`src/rtl/tbu_pkg.sv`:
```
// Package: shared select codes and control-word layout for the time base.
// Assumes: select codes outside the enum are never driven.
package tbu_pkg;

    typedef enum logic [2:0] {
        SEL_CTRL   = 3'd0,
        SEL_COUNT  = 3'd1,
        SEL_DIV    = 3'd2,
        SEL_RELOAD = 3'd3,
        SEL_TRIG   = 3'd4,
        SEL_FLAG   = 3'd5
    } tbu_sel_e;

    // Packed MSB first: bit4 irq_en ... bit0 run.
    typedef struct packed {
        logic irq_en;
        logic reload_buf;
        logic ovf_only;
        logic upd_block;
        logic run;
    } tbu_ctrl_t;

    localparam int CTRL_W = $bits(tbu_ctrl_t);

endpackage

```
`src/rtl/tbu_prescaler.sv`:
```
// Module: divider that produces a carry once every (active value + 1) clocks.
// Assumes: the active value is only loaded on an update event, which
// always coincides with the divider count returning to zero.
module tbu_prescaler #(
    parameter int PSC_W = 16
) (
    input  logic             clk,
    input  logic             rst_n,
    input  logic             run,
    input  logic             sw_clr,
    input  logic             upd_evt,
    input  logic             div_wr,
    input  logic [PSC_W-1:0] div_data,
    output logic             carry
);

    logic [PSC_W-1:0] div_pre;
    logic [PSC_W-1:0] div_act;
    logic [PSC_W-1:0] pc;

    assign carry = run && (pc == div_act);

    // Holding register: takes every software write.
    always_ff @(posedge clk) begin
        if (!rst_n)      div_pre <= '0;
        else if (div_wr) div_pre <= div_data;
    end

    // Active register: copied from holding only on an update event.
    always_ff @(posedge clk) begin
        if (!rst_n)       div_act <= '0;
        else if (upd_evt) div_act <= div_pre;
    end

    // Divider count: cleared by software update, wraps on carry.
    always_ff @(posedge clk) begin
        if (!rst_n)     pc <= '0;
        else if (sw_clr) pc <= '0;
        else if (run)    pc <= carry ? '0 : pc + 1'b1;
    end

    // divider count never passes the active limit
    p_pc_bound_r1: assert property (@(posedge clk) disable iff (!rst_n)
        pc <= div_act);

    // active divider changes only on an update event
    p_div_hold_r3: assert property (@(posedge clk) disable iff (!rst_n)
        !upd_evt |=> $stable(div_act));

endmodule

```
`src/rtl/tbu_counter.sv`:
```
// Module: up-counter with reload limit, holding copy and active copy.
// Assumes: carry comes from the divider; sw_clr has priority over writes.
module tbu_counter #(
    parameter int CNT_W = 16
) (
    input  logic             clk,
    input  logic             rst_n,
    input  logic             carry,
    input  logic             sw_clr,
    input  logic             upd_evt,
    input  logic             reload_buf,
    input  logic             cnt_wr,
    input  logic             reload_wr,
    input  logic [CNT_W-1:0] wr_data,
    output logic [CNT_W-1:0] cnt,
    output logic             tick,
    output logic             ovf
);

    localparam logic [CNT_W-1:0] RELOAD_RST = '1;

    logic [CNT_W-1:0] reload_pre;
    logic [CNT_W-1:0] reload_act;
    logic             limit_zero;

    assign limit_zero = (reload_act == '0);
    assign tick       = carry && !limit_zero && !sw_clr && !cnt_wr;
    assign ovf        = tick && (cnt == reload_act);

    // Holding reload register: takes every reload write.
    always_ff @(posedge clk) begin
        if (!rst_n)         reload_pre <= RELOAD_RST;
        else if (reload_wr) reload_pre <= wr_data;
    end

    // Active reload: direct write when unbuffered, else copy on update.
    always_ff @(posedge clk) begin
        if (!rst_n)                       reload_act <= RELOAD_RST;
        else if (reload_wr && !reload_buf) reload_act <= wr_data;
        else if (upd_evt)                 reload_act <= reload_pre;
    end

    // Counter: clear, direct load, or step with wrap at the limit.
    always_ff @(posedge clk) begin
        if (!rst_n)      cnt <= '0;
        else if (sw_clr) cnt <= '0;
        else if (cnt_wr) cnt <= wr_data;
        else if (tick)   cnt <= ovf ? '0 : cnt + 1'b1;
    end

    // an overflow returns the counter to zero
    p_wrap_zero_r2: assert property (@(posedge clk) disable iff (!rst_n)
        ovf |=> (cnt == '0));

    // zero limit freezes the counter
    p_freeze_r10: assert property (@(posedge clk) disable iff (!rst_n)
        (limit_zero && !sw_clr && !cnt_wr) |=> $stable(cnt));

    // active reload moves only on a direct write or an update
    p_reload_hold_r5: assert property (@(posedge clk) disable iff (!rst_n)
        (!upd_evt && !(reload_wr && !reload_buf)) |=> $stable(reload_act));

    // software update leaves the counter at zero
    p_clear_r6: assert property (@(posedge clk) disable iff (!rst_n)
        sw_clr |=> (cnt == '0));

endmodule

```
`src/rtl/tbu_update_ctrl.sv`:
```
// Module: control word, software update strobe, update event and flag.
// Assumes: ovf comes from the counter and excludes the strobe clock.
module tbu_update_ctrl
    import tbu_pkg::*;
(
    input  logic              clk,
    input  logic              rst_n,
    input  logic              wr_en,
    input  tbu_sel_e          wr_sel,
    input  logic [CTRL_W-1:0] wr_bits,
    input  logic              ovf,
    output tbu_ctrl_t         ctrl,
    output logic              sw_upd,
    output logic              upd_evt,
    output logic              uflag,
    output logic              irq
);

    logic flag_set;
    logic flag_clr;
    logic trig_wr;

    assign trig_wr  = wr_en && (wr_sel == SEL_TRIG);
    assign upd_evt  = (ovf || sw_upd) && !ctrl.upd_block;
    assign flag_set = !ctrl.upd_block && (ovf || (sw_upd && !ctrl.ovf_only));
    assign flag_clr = wr_en && (wr_sel == SEL_FLAG) && !wr_bits[0];
    assign irq      = uflag && ctrl.irq_en;

    // Control word register.
    always_ff @(posedge clk) begin
        if (!rst_n)                            ctrl <= '0;
        else if (wr_en && wr_sel == SEL_CTRL) ctrl <= tbu_ctrl_t'(wr_bits);
    end

    // Software update strobe: lasts one clock after the trigger write.
    always_ff @(posedge clk) begin
        if (!rst_n) sw_upd <= 1'b0;
        else        sw_upd <= trig_wr && wr_bits[0];
    end

    // Sticky flag: set wins over a clear in the same clock.
    always_ff @(posedge clk) begin
        if (!rst_n)        uflag <= 1'b0;
        else if (flag_set) uflag <= 1'b1;
        else if (flag_clr) uflag <= 1'b0;
    end

    // blocked updates never reach the output
    p_block_quiet_r7: assert property (@(posedge clk) disable iff (!rst_n)
        ctrl.upd_block |-> !upd_evt);

    // flag holds until an explicit clear
    p_flag_sticky_r12: assert property (@(posedge clk) disable iff (!rst_n)
        (uflag && !flag_clr) |=> uflag);

    // silent software update does not raise a clear flag
    p_silent_sw_r8: assert property (@(posedge clk) disable iff (!rst_n)
        (sw_upd && ctrl.ovf_only && !ovf && !uflag) |=> !uflag);

    // strobe clears itself when no new trigger arrives
    p_strobe_once_r6: assert property (@(posedge clk) disable iff (!rst_n)
        (sw_upd && !trig_wr) |=> !sw_upd);

endmodule

```
`src/rtl/preload_timebase.sv`:
```
// Module: top of the preloaded time base; wires divider, counter and
// update control together and decodes the write port.
// Assumes: one write per clock, synchronous active-low reset.
module preload_timebase
    import tbu_pkg::*;
#(
    parameter int CNT_W = 16,
    parameter int PSC_W = 16
) (
    input  logic             clk,
    input  logic             rst_n,
    input  logic             wr_en,
    input  logic [2:0]       wr_sel,
    input  logic [15:0]      wr_data,
    output logic [CNT_W-1:0] cnt_o,
    output logic             tick_o,
    output logic             upd_o,
    output logic             uflag_o,
    output logic             irq_o
);

    localparam int DATA_W = 16;

    tbu_sel_e  sel;
    tbu_ctrl_t ctrl;
    logic      carry;
    logic      sw_upd;
    logic      upd_evt;
    logic      ovf;
    logic      tick;
    logic [CNT_W-1:0] cnt;
    logic [CNT_W-1:0] cnt_data;
    logic [PSC_W-1:0] div_data;

    assign sel = tbu_sel_e'(wr_sel);

    // Fit the write data to each unit width.
    generate
        if (CNT_W >= DATA_W) begin : g_cnt_wide
            assign cnt_data = CNT_W'(wr_data);
        end else begin : g_cnt_narrow
            assign cnt_data = wr_data[CNT_W-1:0];
        end
        if (PSC_W >= DATA_W) begin : g_psc_wide
            assign div_data = PSC_W'(wr_data);
        end else begin : g_psc_narrow
            assign div_data = wr_data[PSC_W-1:0];
        end
    endgenerate

    tbu_update_ctrl u_ctrl (
        .clk     (clk),
        .rst_n   (rst_n),
        .wr_en   (wr_en),
        .wr_sel  (sel),
        .wr_bits (wr_data[CTRL_W-1:0]),
        .ovf     (ovf),
        .ctrl    (ctrl),
        .sw_upd  (sw_upd),
        .upd_evt (upd_evt),
        .uflag   (uflag_o),
        .irq     (irq_o)
    );

    tbu_prescaler #(.PSC_W(PSC_W)) u_psc (
        .clk      (clk),
        .rst_n    (rst_n),
        .run      (ctrl.run),
        .sw_clr   (sw_upd),
        .upd_evt  (upd_evt),
        .div_wr   (wr_en && sel == SEL_DIV),
        .div_data (div_data),
        .carry    (carry)
    );

    tbu_counter #(.CNT_W(CNT_W)) u_cnt (
        .clk        (clk),
        .rst_n      (rst_n),
        .carry      (carry),
        .sw_clr     (sw_upd),
        .upd_evt    (upd_evt),
        .reload_buf (ctrl.reload_buf),
        .cnt_wr     (wr_en && sel == SEL_COUNT),
        .reload_wr  (wr_en && sel == SEL_RELOAD),
        .wr_data    (cnt_data),
        .cnt        (cnt),
        .tick       (tick),
        .ovf        (ovf)
    );

    assign cnt_o  = cnt;
    assign tick_o = tick;
    assign upd_o  = upd_evt;

    // a stopped divider gives no advance
    p_stopped_r9: assert property (@(posedge clk) disable iff (!rst_n)
        !ctrl.run |-> !tick_o);

endmodule

```
`config.mk`:
```
export PLATFORM = sky130hd
export DESIGN_NAME = preload_timebase
export DESIGN_NICKNAME = d
export VERILOG_FILES = /design/src/rtl/tbu_pkg.sv /design/src/rtl/tbu_prescaler.sv /design/src/rtl/tbu_counter.sv /design/src/rtl/tbu_update_ctrl.sv /design/src/rtl/preload_timebase.sv
export SDC_FILE = /design/constraint.sdc
export NUM_CORES = 1
export LEC_CHECK = 0
export CAP_MARGIN = 25
export CORE_MARGIN = 8
export CORE_UTILIZATION = 45
export CTS_CLUSTER_DIAMETER = 60
export CTS_CLUSTER_SIZE = 12
export DETAILED_ROUTE_END_ITERATION = 16
export DONT_BUFFER_PORTS = 1
export PLACE_DENSITY = 0.67
export SLEW_MARGIN = 20
export SYNTH_ARGS = -nofsm -noshare
export SYNTH_HDL_FRONTEND = slang
export SYNTH_SLANG_ARGS = --single-unit
```
`constraint.sdc`:
```
create_clock -name clk -period 2.1 [get_ports clk]
set_clock_uncertainty 0.15 [all_clocks]
set_input_delay 0.42 -clock clk [delete_from_list [all_inputs] [get_ports clk]]
set_output_delay 0.42 -clock clk [all_outputs]
set_load 0.05 [all_outputs]
```
==> parameters.txt <==
Parameter                              Value

Finish
  Number of diodes added for antenna fixing ... 0
  Number of nets in the layout ... roughly 720
  Layout cells sized above 1 ... 0.306
  Synthesis-to-finish area growth ... 33.8%
  Post-layout utilization of the core ... 0.608
  Final std cells w/o fill ... 843

Power and ir drop
  Power per cell area ... about 570 nW/um^2
  Clock power share ... 0.351
  Switching fraction of total power ... 0.270
  Largest voltage drop on the vdd net ... 394 uV
  Power share of the sequential group ... 0.550
  Leakage power of the design ... around 2.5 nW
  Switching power ... approximately 1 mW
  Combinational fraction of design power ... 0.099
  Sum of internal, switching and leakage power ... between 3 and 4 mW
  Internal power contribution ... 2.70 mW

Critical path
  Maximum single-stage delay on the critical path ... 0.35 ns
  Stages on worst setup path ... 7
  Most repeated library cell on the critical path ... buf_4
  Buffering stage count on the worst path with inverters included ... 3
  Setup Crit Path Kind ... reg2out
  Critical R2R Capture ... u_cnt.cnt[6]$_SDFFE_PP0P_
  Data required time of the worst path ... 1.53 ns
  Start of the worst register-to-register path ... u_psc.div_act[14]$_SDFFE_PN0P_
  Cell chain of the critical path ... xor2_1 -> nor4_2 -> buf_4 -> nand4_1 -> buf_4 -> nor2_4 -> buf_12
  Largest driver fanout on the critical path ... 2
  R2R depth ... 10
  Category of cells accounting for the largest share of critical-path delay ... simple AND/OR/NAND/NOR gates
  Startpoint type of the worst setup path ... register
  Arrival time reported for the critical path endpoint ... roughly 2.0 ns
  Critical Path End Type ... output port
  CP max stage cell ... dfxtp_1
  Reg-to-reg slack, setup ... -0.37 ns

Route
  Antenna-violating nets left ... 0
  Detail-routed via count per cell ... 5.84
  Detailed Routing Iterations Pass 1 ... 5
  Average wire per cell in the routed design ... 18.9 um
  Post-Route WL ... 15900 um
  DRC Markers ... 0
  Number of DRC markers in iteration 0 ... 448
  Via count ... slightly below 5000

Placement
  Dpl cells ... between 700 and 800
  Gpl congestion ... around 0.89
  Post-DP HPWL ... 10200 um
  # port buffers ... 0

Floorplanning
  DIE HEIGHT ... 120 um
  # IOs ... 42
  Initial core utilization ... 0.454
  Die area ... 14300 sq um
  Horizontal die dimension ... 120 um
  Placeable core region ... 10700 sq um
  Standard-cell rows ... 38

STA
  Max-slew violation total from the final report ... 0
  Portion of the clock cycle consumed by the worst path in the final layout ... 1.24
  Final setup violation count ... 50
  Minimum setup slack in the final design ... -0.500 ns
  Shortest period the worst path allows ... between 2 and 3 ns
  Final count of hold timing violations ... 0
  Maximum clock frequency ... 385 MHz
  Tightest Pin Transition ... 0.696 ns
  Max-slew headroom at the worst pin ... 0.534
  Setup repair after global routing missed its margin ... true
  Min Hold Slack ... 0.00599 ns

Global routing
  First-pass GRT wire length ... around 24000 um
  Overflow left after global routing ... 0
  Largest net degree at the start of global routing ... 30
  Vias in the first global route ... 4553
  Total track usage ... 0.209
  Antenna violations before repair ... 0

Synth
  Largest area contributor in the synthesized netlist ... dfxtp_1
  Net count after synthesis ... 637
  Library cell with the highest instance count after synthesis ... dfxtp_1
  Total standard cell area after synthesis ... about 4800 sq um
  Yosys top cell area share ... 0.426
  Prevailing post-synth register cell ... dfxtp_1
  Number of distinct library cells after synthesis ... 45
  Most instantiated cells after synthesis ... 103 x dfxtp_1, 93 x nand2_1, 61 x a21oi_1
  Sequential cell area fraction in the yosys report ... 0.426
  Number of synthesized flops with an enable pin ... 0
  Mean area per synthesized cell ... 7.89 sq um
  Yosys warnings ... 0
  Number of storage elements in the synthesis netlist ... 103
  Largest cells by area after synthesis ... dfxtp_1 43%, nand2_1 7.2%, a21oi_1 6.3%, nand3_1 5.5%, xor2_1 4.5%
  Instance count of the mapped netlist ... 613
  Async S/R FF share, synth ... 0

Hold path
  Hold worst-path end ... u_psc.div_pre[3]$_SDFFE_PN0P_
  Number of stages on the worst hold path ... 2
  Type of the tightest min-delay check ... in2reg
  Worst hold path startpoint ... wr_data[3]

Clock network
  TritonCTS sink count ... about 100
  Clock input transition at the sequential cells of the worst setup and hold paths ... 0.11 ns
  Clock tree from TritonCTS ... built
  Total number of H-tree levels ... 3
  Number of buffers created by CTS ... 9
  Root buffer cell ... clkbuf_8
  Clk Latency, worst-skew pair ... 0.39 ns
  Max clock buf depth ... 2

Run status
  Run status ... finished, violations left
  Violated checks ... setup timing

Run
  Number of violations of the max-capacitance limit ... 0
## metal layers
layer / share of wire / wire length [um] / global-route usage
met2: 0.47 / 7540 / 0.339
met1: 0.42 / 6700 / 0.267
met3: 0.082 / 1300 / 0.0460
met4: 0.024 / 378 / 0.0742
met5: 0 / 0 / 0
## how the worst max path moves through the flow
stage                                    from  slack, ns                               end
6_report       u_psc.div_act[14]$_SDFFE_PN0P_      -0.50                            tick_o
5_1_grt        u_psc.div_act[14]$_SDFFE_PN0P_      -0.55                            tick_o
4_1_cts         u_psc.div_act[8]$_SDFFE_PN0P_      -0.51                            tick_o
3_5_place_dp    u_psc.div_act[1]$_SDFFE_PN0P_      -0.32         u_cnt.cnt[6]$_SDFFE_PP0P_
3_3_place_gp    u_psc.div_act[1]$_SDFFE_PN0P_      -0.27  u_cnt.reload_act[5]$_SDFFE_PN1P_
2_1_floorplan       u_cnt.cnt[7]$_SDFFE_PP0P_      -0.20                             upd_o
## logic make-up after synthesis
kind of cell	count (synthesis)	share of synthesized area
compound gates	142	0.162
buf+inv	50	0.0466
xor+xnor	46	0.0833
flops	103	0.426
mux	5	0.0103
simple gates	265	0.266
fa+ha+maj	2	0.00517
## sequential cells by signal, summed over array words and instances, names as in the netlist
signal / cells
u_ctrl.sw_upd: 1
u_ctrl.ctrl: 5
u_cnt.reload_pre: 16
u_psc.pc: 16
u_psc.div_pre: 16
u_psc.div_act: 16
u_ctrl.uflag: 1
u_cnt.reload_act: 16
u_cnt.cnt: 16
## through the flow
step / TNS, ns / instance area (sq um) / setup WS (ns)
after floorplan: -0.196 / 4890 / -0.196
after CTS: -5.71 / 6010 / -0.510
after detailed placement: -10.47 / 5530 / -0.325
final: -8.02 / 6470 / -0.500
after global routing: -10.59 / 6470 / -0.547
after global placement: -9.07 / 5530 / -0.274
## cell usage in the layout (no fill, tap or decap), types with 4 or more instances in the layout
| cell | instances |
|---|---|
| nand2_1 | 92 |
| dfxtp_1 | 77 |
| buf_4 | 75 |
| nand3_1 | 52 |
| nor2_1 | 48 |
| a21oi_1 | 47 |
| o21ai_2 | 32 |
| xor2_1 | 24 |
| a31oi_1 | 19 |
| dlygate4sd3_1 | 16 |
| dfxtp_2 | 16 |
| xnor2_1 | 14 |
| a21oi_2 | 14 |
| inv_1 | 13 |
| buf_6 | 12 |
| nand4_1 | 11 |
| dfxtp_4 | 10 |
| o21ai_1 | 9 |
| clkbuf_8 | 9 |
| nor3_1 | 8 |
| xnor2_2 | 7 |
| nand2b_1 | 6 |
| and2_1 | 6 |
| and3_1 | 6 |
| mux2i_1 | 5 |
| buf_12 | 5 |
| nor4_4 | 4 |
| and4_4 | 4 |
| nor2b_1 | 4 |
| or3_1 | 4 |
| a22oi_1 | 4 |
## power by group through the flow
| stage | Clock, mW | Combinational (mW) | Sequential (mW) |
|---|---|---|---|
| after floorplan | 0 | 0.152 | 2.12 |
| after global placement | 0 | 0.289 | 2.07 |
| after detailed placement | 0 | 0.293 | 2.07 |
| after CTS | 1.31 | 0.335 | 2.02 |
| after global routing | 1.38 | 0.390 | 2.04 |
| final | 1.30 | 0.367 | 2.03 |
## final cells by class
class,count,area (sq um)
clock buffers,10,128
clock inverters,6,67.6
fillers,884,4180
inverters,13,48.8
multi-input cells,462,2950
flip-flops and latches,103,2120
well taps,140,175
repair buffers,109,983
## repair_timing
action | in CTS | in global routing
gates cloned | 2 | 2
hold buffers | 16 | 0
pin swaps | 5 | 54
endpoints found under the setup margin | 64 | 51
gates resized for setup | 16 | 106
endpoints found under the hold margin | 27 | 0
buffers inserted | 6 | 8
(Power assumes the default switching activity.)
